### config.mk
export PLATFORM = sky130hd
export DESIGN_NAME = pause_resolver
export DESIGN_NICKNAME = d
export VERILOG_FILES = /design/src/rtl/pause_res_pkg.sv /design/src/rtl/hcd_select.sv /design/src/rtl/pause_rules.sv /design/src/rtl/pause_flag_reg.sv /design/src/rtl/pause_resolver.sv
export SDC_FILE = /design/constraint.sdc
export NUM_CORES = 1
export LEC_CHECK = 0
export BUFFER_PORTS_ARGS = -buffer_cell sky130_fd_sc_hd__buf_2
export CORE_AREA = 10 10 47 49
export DETAILED_ROUTE_END_ITERATION = 12
export DIE_AREA = 0 0 57 59
export PLACE_DENSITY = 0.54
export SETUP_SLACK_MARGIN = 0.1
export SLEW_MARGIN = 30
export SYNTH_ARGS = -nofsm -noshare
export SYNTH_HDL_FRONTEND = slang
export SYNTH_HIERARCHICAL = 1
export SYNTH_SLANG_ARGS = --single-unit
### constraint.sdc
create_clock -name clk_i -period 1.27 [get_ports clk_i]
set_input_delay 0.1905 -clock clk_i [delete_from_list [all_inputs] [get_ports clk_i]]
set_output_delay 0.1905 -clock clk_i [all_outputs]
set_load 0.01 [all_outputs]
### src/rtl/pause_res_pkg.sv
package pause_res_pkg;
  typedef enum logic [2:0] {
    HCD_NONE     = 3'd0,
    HCD_100TX_FD = 3'd1,
    HCD_100T4    = 3'd2,
    HCD_100TX_HD = 3'd3,
    HCD_10T_FD   = 3'd4,
    HCD_10T_HD   = 3'd5
  } hcd_e;

  typedef struct packed {
    logic rx;
    logic tx;
  } pause_dir_t;
endpackage

### src/rtl/hcd_select.sv
module hcd_select
  import pause_res_pkg::*;
#(
  parameter int unsigned TECH_N = 5
) (
  input  logic [TECH_N-1:0] local_tech_i,
  input  logic [TECH_N-1:0] partner_tech_i,
  output logic [TECH_N-1:0] sel_onehot_o,
  output hcd_e              hcd_o,
  output logic              full_duplex_o
);
  // rank k -> bit index in the technology field (rank 0 wins)
  localparam int unsigned RANK_BIT [5] = '{3, 4, 2, 1, 0};
  localparam logic [4:0]  FD_RANKS     = 5'b01001;

  logic [TECH_N-1:0] common;
  logic [TECH_N-1:0] ranked;
  logic [TECH_N:0]   seen;

  assign common  = local_tech_i & partner_tech_i;
  assign seen[0] = 1'b0;

  for (genvar k = 0; k < TECH_N; k++) begin : g_rank
    assign ranked[k]       = common[RANK_BIT[k]];
    assign sel_onehot_o[k] = ranked[k] & ~seen[k];
    assign seen[k+1]       = seen[k] | ranked[k];
  end

  assign full_duplex_o = |(sel_onehot_o & FD_RANKS[TECH_N-1:0]);

  always_comb begin
    hcd_o = HCD_NONE;
    unique case (sel_onehot_o)
      5'b00001: hcd_o = HCD_100TX_FD;
      5'b00010: hcd_o = HCD_100T4;
      5'b00100: hcd_o = HCD_100TX_HD;
      5'b01000: hcd_o = HCD_10T_FD;
      5'b10000: hcd_o = HCD_10T_HD;
      default:  hcd_o = HCD_NONE;
    endcase
  end

  always_comb begin
    if (common == '0) assert_none_R7: assert (sel_onehot_o == '0 && !full_duplex_o);
  end
endmodule

### src/rtl/pause_rules.sv
module pause_rules
  import pause_res_pkg::*;
(
  input  logic       loc_sym_i,
  input  logic       loc_asm_i,
  input  logic       par_sym_i,
  input  logic       par_asm_i,
  output pause_dir_t dir_o
);
  always_comb begin
    dir_o = '{rx: 1'b0, tx: 1'b0};
    casez ({loc_sym_i, loc_asm_i, par_sym_i, par_asm_i})
      4'b1?1?: dir_o = '{rx: 1'b1, tx: 1'b1};
      4'b0111: dir_o = '{rx: 1'b0, tx: 1'b1};
      4'b1101: dir_o = '{rx: 1'b1, tx: 1'b0};
      default: dir_o = '{rx: 1'b0, tx: 1'b0};
    endcase
  end

  always_comb begin
    if (!loc_asm_i && !loc_sym_i) assert_no_cap_R5: assert (dir_o == '0);
  end
endmodule

### src/rtl/pause_flag_reg.sv
module pause_flag_reg
  import pause_res_pkg::*;
(
  input  logic       clk_i,
  input  logic       rst_ni,
  input  logic       load_i,
  input  logic       clear_i,
  input  logic       full_duplex_i,
  input  pause_dir_t dir_i,
  output logic       rx_o,
  output logic       tx_o
);
  always_ff @(posedge clk_i or negedge rst_ni) begin
    if (!rst_ni) begin
      rx_o <= 1'b0;
      tx_o <= 1'b0;
    end else if (clear_i) begin
      rx_o <= 1'b0;
      tx_o <= 1'b0;
    end else if (load_i) begin
      rx_o <= dir_i.rx & full_duplex_i;
      tx_o <= dir_i.tx & full_duplex_i;
    end
  end

  assert_hold_R8: assert property (@(posedge clk_i) disable iff (!rst_ni)
    (!load_i && !clear_i) |=> ($stable(rx_o) && $stable(tx_o)));

  assert_clear_R9: assert property (@(posedge clk_i) disable iff (!rst_ni)
    clear_i |=> (!rx_o && !tx_o));

  assert_hd_gate_R6: assert property (@(posedge clk_i) disable iff (!rst_ni)
    (load_i && !clear_i && !full_duplex_i) |=> (!rx_o && !tx_o));

  assert_load_R2: assert property (@(posedge clk_i) disable iff (!rst_ni)
    (load_i && !clear_i && full_duplex_i && dir_i.rx && dir_i.tx) |=> (rx_o && tx_o));
endmodule

### src/rtl/pause_resolver.sv
module pause_resolver
  import pause_res_pkg::*;
#(
  parameter int unsigned WORD_W   = 16,
  parameter int unsigned SYM_BIT  = 10,
  parameter int unsigned ASM_BIT  = 11,
  parameter int unsigned TECH_LSB = 5,
  parameter int unsigned TECH_N   = 5
) (
  input  logic              clk_i,
  input  logic              rst_ni,
  input  logic [WORD_W-1:0] local_adv_i,
  input  logic [WORD_W-1:0] partner_adv_i,
  input  logic              an_done_i,
  input  logic              an_restart_i,
  output logic              pause_rx_o,
  output logic              pause_tx_o
);
  localparam int unsigned TECH_MSB = TECH_LSB + TECH_N - 1;

  logic [TECH_N-1:0] sel_onehot;
  hcd_e              hcd;
  logic              full_duplex;
  pause_dir_t        dir;

  hcd_select #(.TECH_N(TECH_N)) u_hcd (
    .local_tech_i  (local_adv_i[TECH_MSB:TECH_LSB]),
    .partner_tech_i(partner_adv_i[TECH_MSB:TECH_LSB]),
    .sel_onehot_o  (sel_onehot),
    .hcd_o         (hcd),
    .full_duplex_o (full_duplex)
  );

  pause_rules u_rules (
    .loc_sym_i(local_adv_i[SYM_BIT]),
    .loc_asm_i(local_adv_i[ASM_BIT]),
    .par_sym_i(partner_adv_i[SYM_BIT]),
    .par_asm_i(partner_adv_i[ASM_BIT]),
    .dir_o    (dir)
  );

  pause_flag_reg u_flags (
    .clk_i        (clk_i),
    .rst_ni       (rst_ni),
    .load_i       (an_done_i),
    .clear_i      (an_restart_i),
    .full_duplex_i(full_duplex),
    .dir_i        (dir),
    .rx_o         (pause_rx_o),
    .tx_o         (pause_tx_o)
  );

  assert_onehot_R6: assert property (@(posedge clk_i) disable iff (!rst_ni)
    $onehot0(sel_onehot) && ((hcd == HCD_NONE) == (sel_onehot == '0)));

  assert_fd_code_R6: assert property (@(posedge clk_i) disable iff (!rst_ni)
    full_duplex |-> (hcd == HCD_100TX_FD || hcd == HCD_10T_FD));

  assert_tx_only_R3: assert property (@(posedge clk_i) disable iff (!rst_ni)
    (an_done_i && !an_restart_i && full_duplex &&
     !local_adv_i[SYM_BIT] && local_adv_i[ASM_BIT] &&
     partner_adv_i[SYM_BIT] && partner_adv_i[ASM_BIT]) |=> (pause_tx_o && !pause_rx_o));

  assert_rx_only_R4: assert property (@(posedge clk_i) disable iff (!rst_ni)
    (an_done_i && !an_restart_i && full_duplex &&
     local_adv_i[SYM_BIT] && local_adv_i[ASM_BIT] &&
     !partner_adv_i[SYM_BIT] && partner_adv_i[ASM_BIT]) |=> (pause_rx_o && !pause_tx_o));
endmodule

* Word-level counts from Yosys, hierarchy flattened
Index checks and enable logic that the tools add are counted.
** Cells by class
- Equality and inequality tests :: 3
- Multiplexer cells :: 5
- Bitwise operators :: 7
- Reduce and logical (&&, ||, !) cells :: 2
** Operator list (count)
- 2-bit case mux with 3 select lines :: 1
- 5-bit bitwise AND :: 1
- 4-bit by 3-bit == test with 1-bit output, second input constant :: 1
- 4-bit == test, second input constant :: 1
- 1-bit two-way mux :: 4
- 1-bit bitwise AND :: 3
- 2-bit == test, second input constant :: 1
- 1-bit bitwise OR :: 2
- 2-bit nonzero test :: 1
- 2-bit OR reduction :: 1
- 1-bit inverter :: 1
** Word-level totals
- Bits in registers :: 2
- Input port bits :: 36
- Output and inout port bits :: 2
- Word-level logic and storage cells :: 19

* Depth between registers and ports, before layout
Gate-level depths: netlist of the first run.
- Word-level depth :: 9
- Gate-level depth with buffers :: 4
- Depth with buffers taken out :: 4

* By module
Netlist of the first run, hierarchy kept.
** Modules (own cells, without submodules)
- pause_flag_reg :: instances 1, cells an instance 6, area each 87.6 µm², seq. area each 50.0 µm²
- hcd_select :: instances 1, cells an instance 17, area each 75.1 µm², seq. area each 0.0 µm²
- pause_rules :: instances 1, cells an instance 3, area each 23.8 µm², seq. area each 0.0 µm²

* Least setup slack after synthesis of the first run
Ideal clock, no wire load.
- Path kind :: input-to-reg
- From :: input local_adv_i[9]
- To :: register u_flags.tx_o
- Setup time :: 0.122 ns
- Arrival time :: 0.717 ns
- Setup slack :: 0.432 ns
- Cell stages on the path :: 4
- Path buffers :: 0
- Cells stage by stage :: nand2_1 nand3_1 o21ai_1 a32o_1
** On the way
- Longest elaborated chain between the ends :: 9
** Ends and longest elaborated chain
- start: declaration :: line pause_resolver.sv:12 : input logic [WORD_W-1:0] local_adv_i,
- 5-bit bitwise AND :: line hcd_select.sv:20 : assign common = local_tech_i & partner_tech_i;
- 1-bit bitwise OR (2 in series) :: line hcd_select.sv:26 : assign seen[k+1] = seen[k] | ranked[k];
- 1-bit inverter :: line hcd_select.sv:25 : assign sel_onehot_o[k] = ranked[k] & ~seen[k];
- 1-bit bitwise AND :: line hcd_select.sv:25
- 2-bit OR reduction :: line hcd_select.sv:29 : assign full_duplex_o = |(sel_onehot_o & FD_RANKS[TECH_N-1:0]);
- named net full_duplex :: line pause_resolver.sv:23 : logic full_duplex;
- 1-bit bitwise AND :: line pause_flag_reg.sv:22 : tx_o <= dir_i.tx & full_duplex_i;
- 1-bit two-way mux :: line pause_flag_reg.sv:20 : end else if (load_i) begin
- 1-bit two-way mux :: line pause_flag_reg.sv:17 : end else if (clear_i) begin
- end signal: assignment :: line pause_flag_reg.sv:22
- end: declaration :: line pause_flag_reg.sv:11 : output logic tx_o
The timed path passes the listed nets, and every way through them passes these cells. The select of a mux whose other input is x is not followed.
A chain may end at the register's enable or synchronous reset.

* Worst setup path in the final report of the first run
- From :: register u_flags.tx_o
- To :: output pause_tx_o
** RTL lines
- end: declaration :: line pause_resolver.sv:17 : output logic pause_tx_o
No word-level cell between the ends.

==> metrics.md, run 1 <==
| Metric | Value |
|---|---|
| Slowest cell on the critical path | dfrtp_1 |
| Worst Skew | 0 ps |
| Port Buf Inserts | 17 |
| Die height | about 60 um |
| Antenna Cells | 0 |
| Initial antenna violation count | 0 |
| Outcome | complete, no violations |
| FP Rows | 14 |
| Remaining DRCs | 0 |
| CP max stage delay | 360 ps |
| Post-cts repair resize count | 0 |
| Clk_lat worst skew | 220 ps |
| Setup violations, final | 0 |
| Slew Limit Headroom | 0.8817 |
| Slew Limit Fails | 0 |
| Fill cells | 162 |
| Static Leakage | 0.0001512 uW |
| Gate Count Post-Synth | 15 |
| Ys Warns | 6 |
| Routed length per instance | between 9 and 10 um |
| Final RePlAce weighted congestion | 0.5502 |
| CP Launch Type | register |
| RR Startpoint | u_flags/tx_o |
| RSZ-0062 raised after global routing | false |
| HP Class | in -> async |
| Die X | ~57 um |
| CP delay by family, top | flip-flops |
| CTS buffer count | 3 |
| TritonRoute pass-1 iters | 1 |
| H-tree Lvls | 1 |
| DRT Wirelength | 517 um |
| Largest net degree at the start of global routing | 3 |
| Clock buffer depth | 2 |
| Max_cap viols | 0 |
| Final ANT Viol Nets | 0 |
| Crit path buf inv count | 1 |
| Final #Nets | 74 |
| Final min period | 912.4 ps |
| Final Hold Fails | 0 |
| Gr usage total | 0.03240 |
| Setup CP Type | reg -> out |
| Vias in the first global route | just under 200 |
| CTS sink count | 2 |
| Via density | ~3.7 |
| Crit path depth | 1 |
| Io pins | 38 |
| CP Launch Point | u_flags/tx_o |
| Mapped Nets | 51 |
| Core Region | 1401 sq um |
| Fmax | 1096 MHz |
| Crit path capture type | primary output |
| Critical path arrival | 720 ps |
| First-pass GRT wire length | between 700 and 800 um |
| Layout Utilization | 0.1973 |
| Layout cells sized above 1 | 0.6389 |
| Period utilization | 0.7184 |
| Via Count | 190 |
| Setup Buffers After CTS | 0 |
| Synth Cell Area | 138.9 sq um |
| Initial DRC Count | 0 |
| Clock transition at path regs | 30 ps |
| Root buffer cell | clkbuf_4 |
| GRT Residual Overflow | 0 |
| Syn Area/Cell | 9.259 sq um |
| Reg2Reg Depth | 1 |
| Hold-fix buffers, CTS | 1 |
| Setup Total Neg Slack | 0 ps |
| VDD IR-drop max | 346.1 uV |
| P per Cell Area | 916.2 nW/um^2 |
| Worst Max-Slew Pin Slew | about 180 ps |
| Critical path cell sequence | buf_2 |
| Die ar. | 3363 sq um |
| Critical Path RT | ~1100 ps |
| Largest fanout on the critical path | 2 |
| TritonCTS clock tree | yes |
| Synth-to-layout area growth | 99.10% |
| Initial Util | 0.09911 |
## per-stage QoR
stage	cells	hold slack [ps]	area, sq um	setup slack (ps)	power [uW]
floorplan	15	-105.1	138.9	445.3	86.28
global placement	48	-23.08	244.0	314.0	114.9
detailed placement	48	-21.96	244.0	311.2	115.8
CTS	52	276.7	276.5	340.1	261.7
global route	52	298.5	276.5	335.7	268.9
finish	52	284.0	276.5	357.6	253.3
## cell type report
cell class / instances / area [sq um] / area share
timing repair buffer: 18 / 95.09 / 0.3439
multi-input combinational: 13 / 88.84 / 0.3213
sequential: 2 / 50.05 / 0.1810
tap: 16 / 20.02 / 0.07240
clock buffer: 3 / 22.52 / 0.08145
## power by group
part / leakage [uW] / total, uW / switching (uW) / internal (uW)
logic: 0.000110 / 49.8 / 18.7 / 31.1
clock network: 0.0000138 / 137 / 33.2 / 104
registers: 0.0000277 / 66.4 / 0.685 / 65.8
total: 0.000151 / 253 / 52.5 / 201
## per-layer routing
metal | track usage | part of all wire | vias to the layer above
li1 | - | - | 99
met1 | 0.01779 | 0.24 | 79
met2 | 0.05426 | 0.59 | 10
met3 | 0.02790 | 0.15 | 2
met4 | 0.04027 | 0.014 | 0
met5 | 0 | 0 | -
## final timing paths
check,endpoint,slack [ps]
min reg2reg,u_flags/rx_o,490
min in group clk_i,u_flags/tx_o,340
max in group asynchronous,u_flags/tx_o,890
max reg2reg,u_flags/tx_o,580
min,u_flags/rx_o,280
max,pause_tx_o,360
## cells in the final DEF (no fill, tap or decap)
master	n
nor2b_4	1
o21ai_1	1
nand3_1	1
buf_2	17
dfrtp_1	2
clkbuf_4	3
a32o_1	2
nor2_1	1
dlygate4sd3_1	1
nand2_2	1
nand2_1	3
and2_4	1
o21a_1	2
## registers in the layout, indices dropped and copies added, names as in the netlist
name          flops
u_flags/tx_o      1
u_flags/rx_o      1
Note: power is estimated with default switching activity, not from simulation.
==> run 2, diff against run 1 <==
--- a/config.mk
+++ b/config.mk
@@ -9,7 +9,7 @@
 export CORE_AREA = 10 10 47 49
 export DETAILED_ROUTE_END_ITERATION = 12
 export DIE_AREA = 0 0 57 59
-export PLACE_DENSITY = 0.54
+export PLACE_DENSITY = 0.56
 export SETUP_SLACK_MARGIN = 0.1
 export SLEW_MARGIN = 30
 export SYNTH_ARGS = -nofsm -noshare
==> constraint.sdc (replaced) <==
create_clock -name clk_i -period 0.8 [get_ports clk_i]
set_input_delay 0.12 -clock clk_i [delete_from_list [all_inputs] [get_ports clk_i]]
set_output_delay 0.12 -clock clk_i [all_outputs]
set_load 0.01 [all_outputs]
==> run 2 against run 1 <==
The run now ends with setup timing left. Critical path depth unchanged. Clock power grew 55%. Core utilization increased by 1.1 points. Clock-buffer cell count stayed put. Final cell count up 3.8%. First-iteration DRC count rose by 3. Combinational power rose by 66%. Design area grew 5.4%. Flip-flop and latch count stayed put. Critical path type unchanged. Highest routed layer unchanged.
==> metrics.md, run 2 (synthesized netlist as in run 1, its figures left out) <==
| Metric | Value |
|---|---|
| Layout cells sized above 1 | 0.6579 |
| TritonRoute pass-1 iters | 2 |
| Clock buffer depth | 2 |
| Initial Util | 0.09911 |
| Multi-input gate area | 88.84 sq um |
| First-pass GRT wire length | between 800 and 900 um |
| Setup CP Type | reg -> out |
| Via Count | 192 |
| Routed length per instance | ~9.9 um |
| Setup ws final | -42.66 ps |
| Fill cells | 168 |
| Remaining DRCs | 0 |
| Cell Int Power | 321.2 uW |
| Sequential share of power | 0.263 |
| Final #Nets | 76 |
| Largest net degree at the start of global routing | 3 |
| Clock transition at path regs | 30 ps |
| RSZ-0062 raised after global routing | true |
| Final Hold Fails | 0 |
| H-tree Lvls | 1 |
| Root buffer cell | clkbuf_4 |
| Largest fanout on the critical path | 2 |
| Comb power frac | 0.206 |
| Failing checks | setup timing |
| Finished Cell Area | 291.5 sq um |
| Commonest non-fill, non-tap cell in the layout | buf_2 |
| GRT Residual Overflow | 0 |
| Die height | 59 um |
| Most frequent cells in the layout | 17 x buf_2, 3 x clkbuf_4, 3 x nand2_1 |
| Port Buf Inserts | 17 |
| CTS sink count | 2 |
| Die X | 57 um |
| CP max stage delay | roughly 360 ps |
| Worst Skew | 0 ps |
| Period utilization | 1.053 |
| Critical path cell sequence | buf_2 |
| Final HPWL DP | 462.9 um |
| Static Leakage | approximately 0.00016 uW |
| Via density | about 3.6 |
| Slew Limit Fails | 0 |
| TritonCTS clock tree | yes |
| Clk_lat worst skew | 220 ps |
| Worst hold slack | around 220 ps |
| FP Rows | 14 |
| Critical path arrival | 720 ps |
| HP Class | in -> async |
| Vias in the first global route | 205 |
| Antenna Cells | 0 |
| NetSw | ~80 uW |
| Clock network fraction of total power | 0.531 |
| Setup violations, final | 3 |
| Worst Max-Slew Pin Slew | roughly 190 ps |
| Max_cap viols | 0 |
| Slew Limit Headroom | 0.8738 |
| Final ANT Viol Nets | 0 |
| CP delay by family, top | flip-flops |
| Synth-to-layout area growth | 109.9% |
| Outcome | complete, but fails checks |
| Gr usage total | 0.03456 |
| Post-cts repair resize count | 0 |
| Area post-placement | around 240 sq um |
| Slowest cell on the critical path | dfrtp_1 |
| Crit path buf inv count | 1 |
| CP Launch Type | register |
| P per Cell Area | ~1400 nW/um^2 |
| Initial DRC Count | 3 |
| Fmax | ~1200 MHz |
| Final min period | 842.7 ps |
| DRT Wirelength | between 500 and 600 um |
| Critical Path RT | 680 ps |
| Biggest regs | u_flags/rx_o x1, u_flags/tx_o x1 |
| Io pins | 38 |
| Initial antenna violation count | 0 |
| CTS buffer count | 3 |
| VDD IR-drop max | 514.5 uV |
| Crit path capture type | primary output |
| Register area | approximately 50 sq um |
| Sw Share | 0.2000 |
| Final RePlAce weighted congestion | around 0.53 |
| Core Region | 1401 sq um |
| Die ar. | 3363 sq um |
run 2: changes by cell type in the layout (fill, tap and decap cells not counted), sizes merged:
cell,previous run,this run
buf,17,19
run 2: timing repair:
item,4_1_cts,5_1_grt
endpoints found under the setup margin,3,4
pin swaps,2,0
hold buffers,1,0
cloned,0,0
setup buffers,1,1
endpoints found under the hold margin,2,0
run 2: power by group through the flow:
stage	Clock, uW	Sequential (uW)	Combinational, uW
finish	213	106	82.7
global route	227	106	93.3
CTS	227	105	82.1
detailed placement	0	107	76.7
global placement	0	107	75.6
floorplan	0	108	29.1
run 2: area by class of cell:
class	instances	share of cell area
Multi-Input combinational cell	13	0.3047
Tap cell	16	0.06867
Timing Repair Buffer	20	0.3777
Clock buffer	3	0.07725
Sequential cell	2	0.1717
run 2: layer usage:
metal | share of wire | up-vias | GRT usage
li1 | - | 103 | -
met1 | 0.25 | 82 | 0.02372
met2 | 0.62 | 5 | 0.05581
met3 | 0.11 | 2 | 0.02575
met4 | 0.013 | 0 | 0.04027
met5 | 0 | - | 0
run 2: stage by stage:
stage / std cells / power [uW] / setup WS (ps) / setup TNS, ps / util
after global routing: 54 / 425.9 / -61.16 / -176.3 / 0.2080
final: 54 / 401.5 / -42.66 / -82.50 / 0.2080
after floorplan: 15 / 137.0 / 45.79 / 0 / -
after detailed placement: 48 / 183.3 / -84.19 / -139.6 / 0.1741
after global placement: 48 / 182.2 / -82.81 / -139.4 / 0.1741
after CTS: 53 / 414.2 / -57.85 / -100.7 / 0.2027
run 2: path summary, 6_finish.rpt:
kind | from | to | slack, ps | cells past startpoint
max reg2reg | u_flags/tx_o | u_flags/tx_o | 0 | 2
min in group clk_i | partner_adv_i[10] | u_flags/tx_o | 280 | 3
min reg2reg | u_flags/rx_o | u_flags/rx_o | 580 | 2
min | rst_ni | u_flags/tx_o | 220 | 2
max | u_flags/tx_o | pause_tx_o | -40 | 1
max in group asynchronous | rst_ni | u_flags/rx_o | 490 | 2
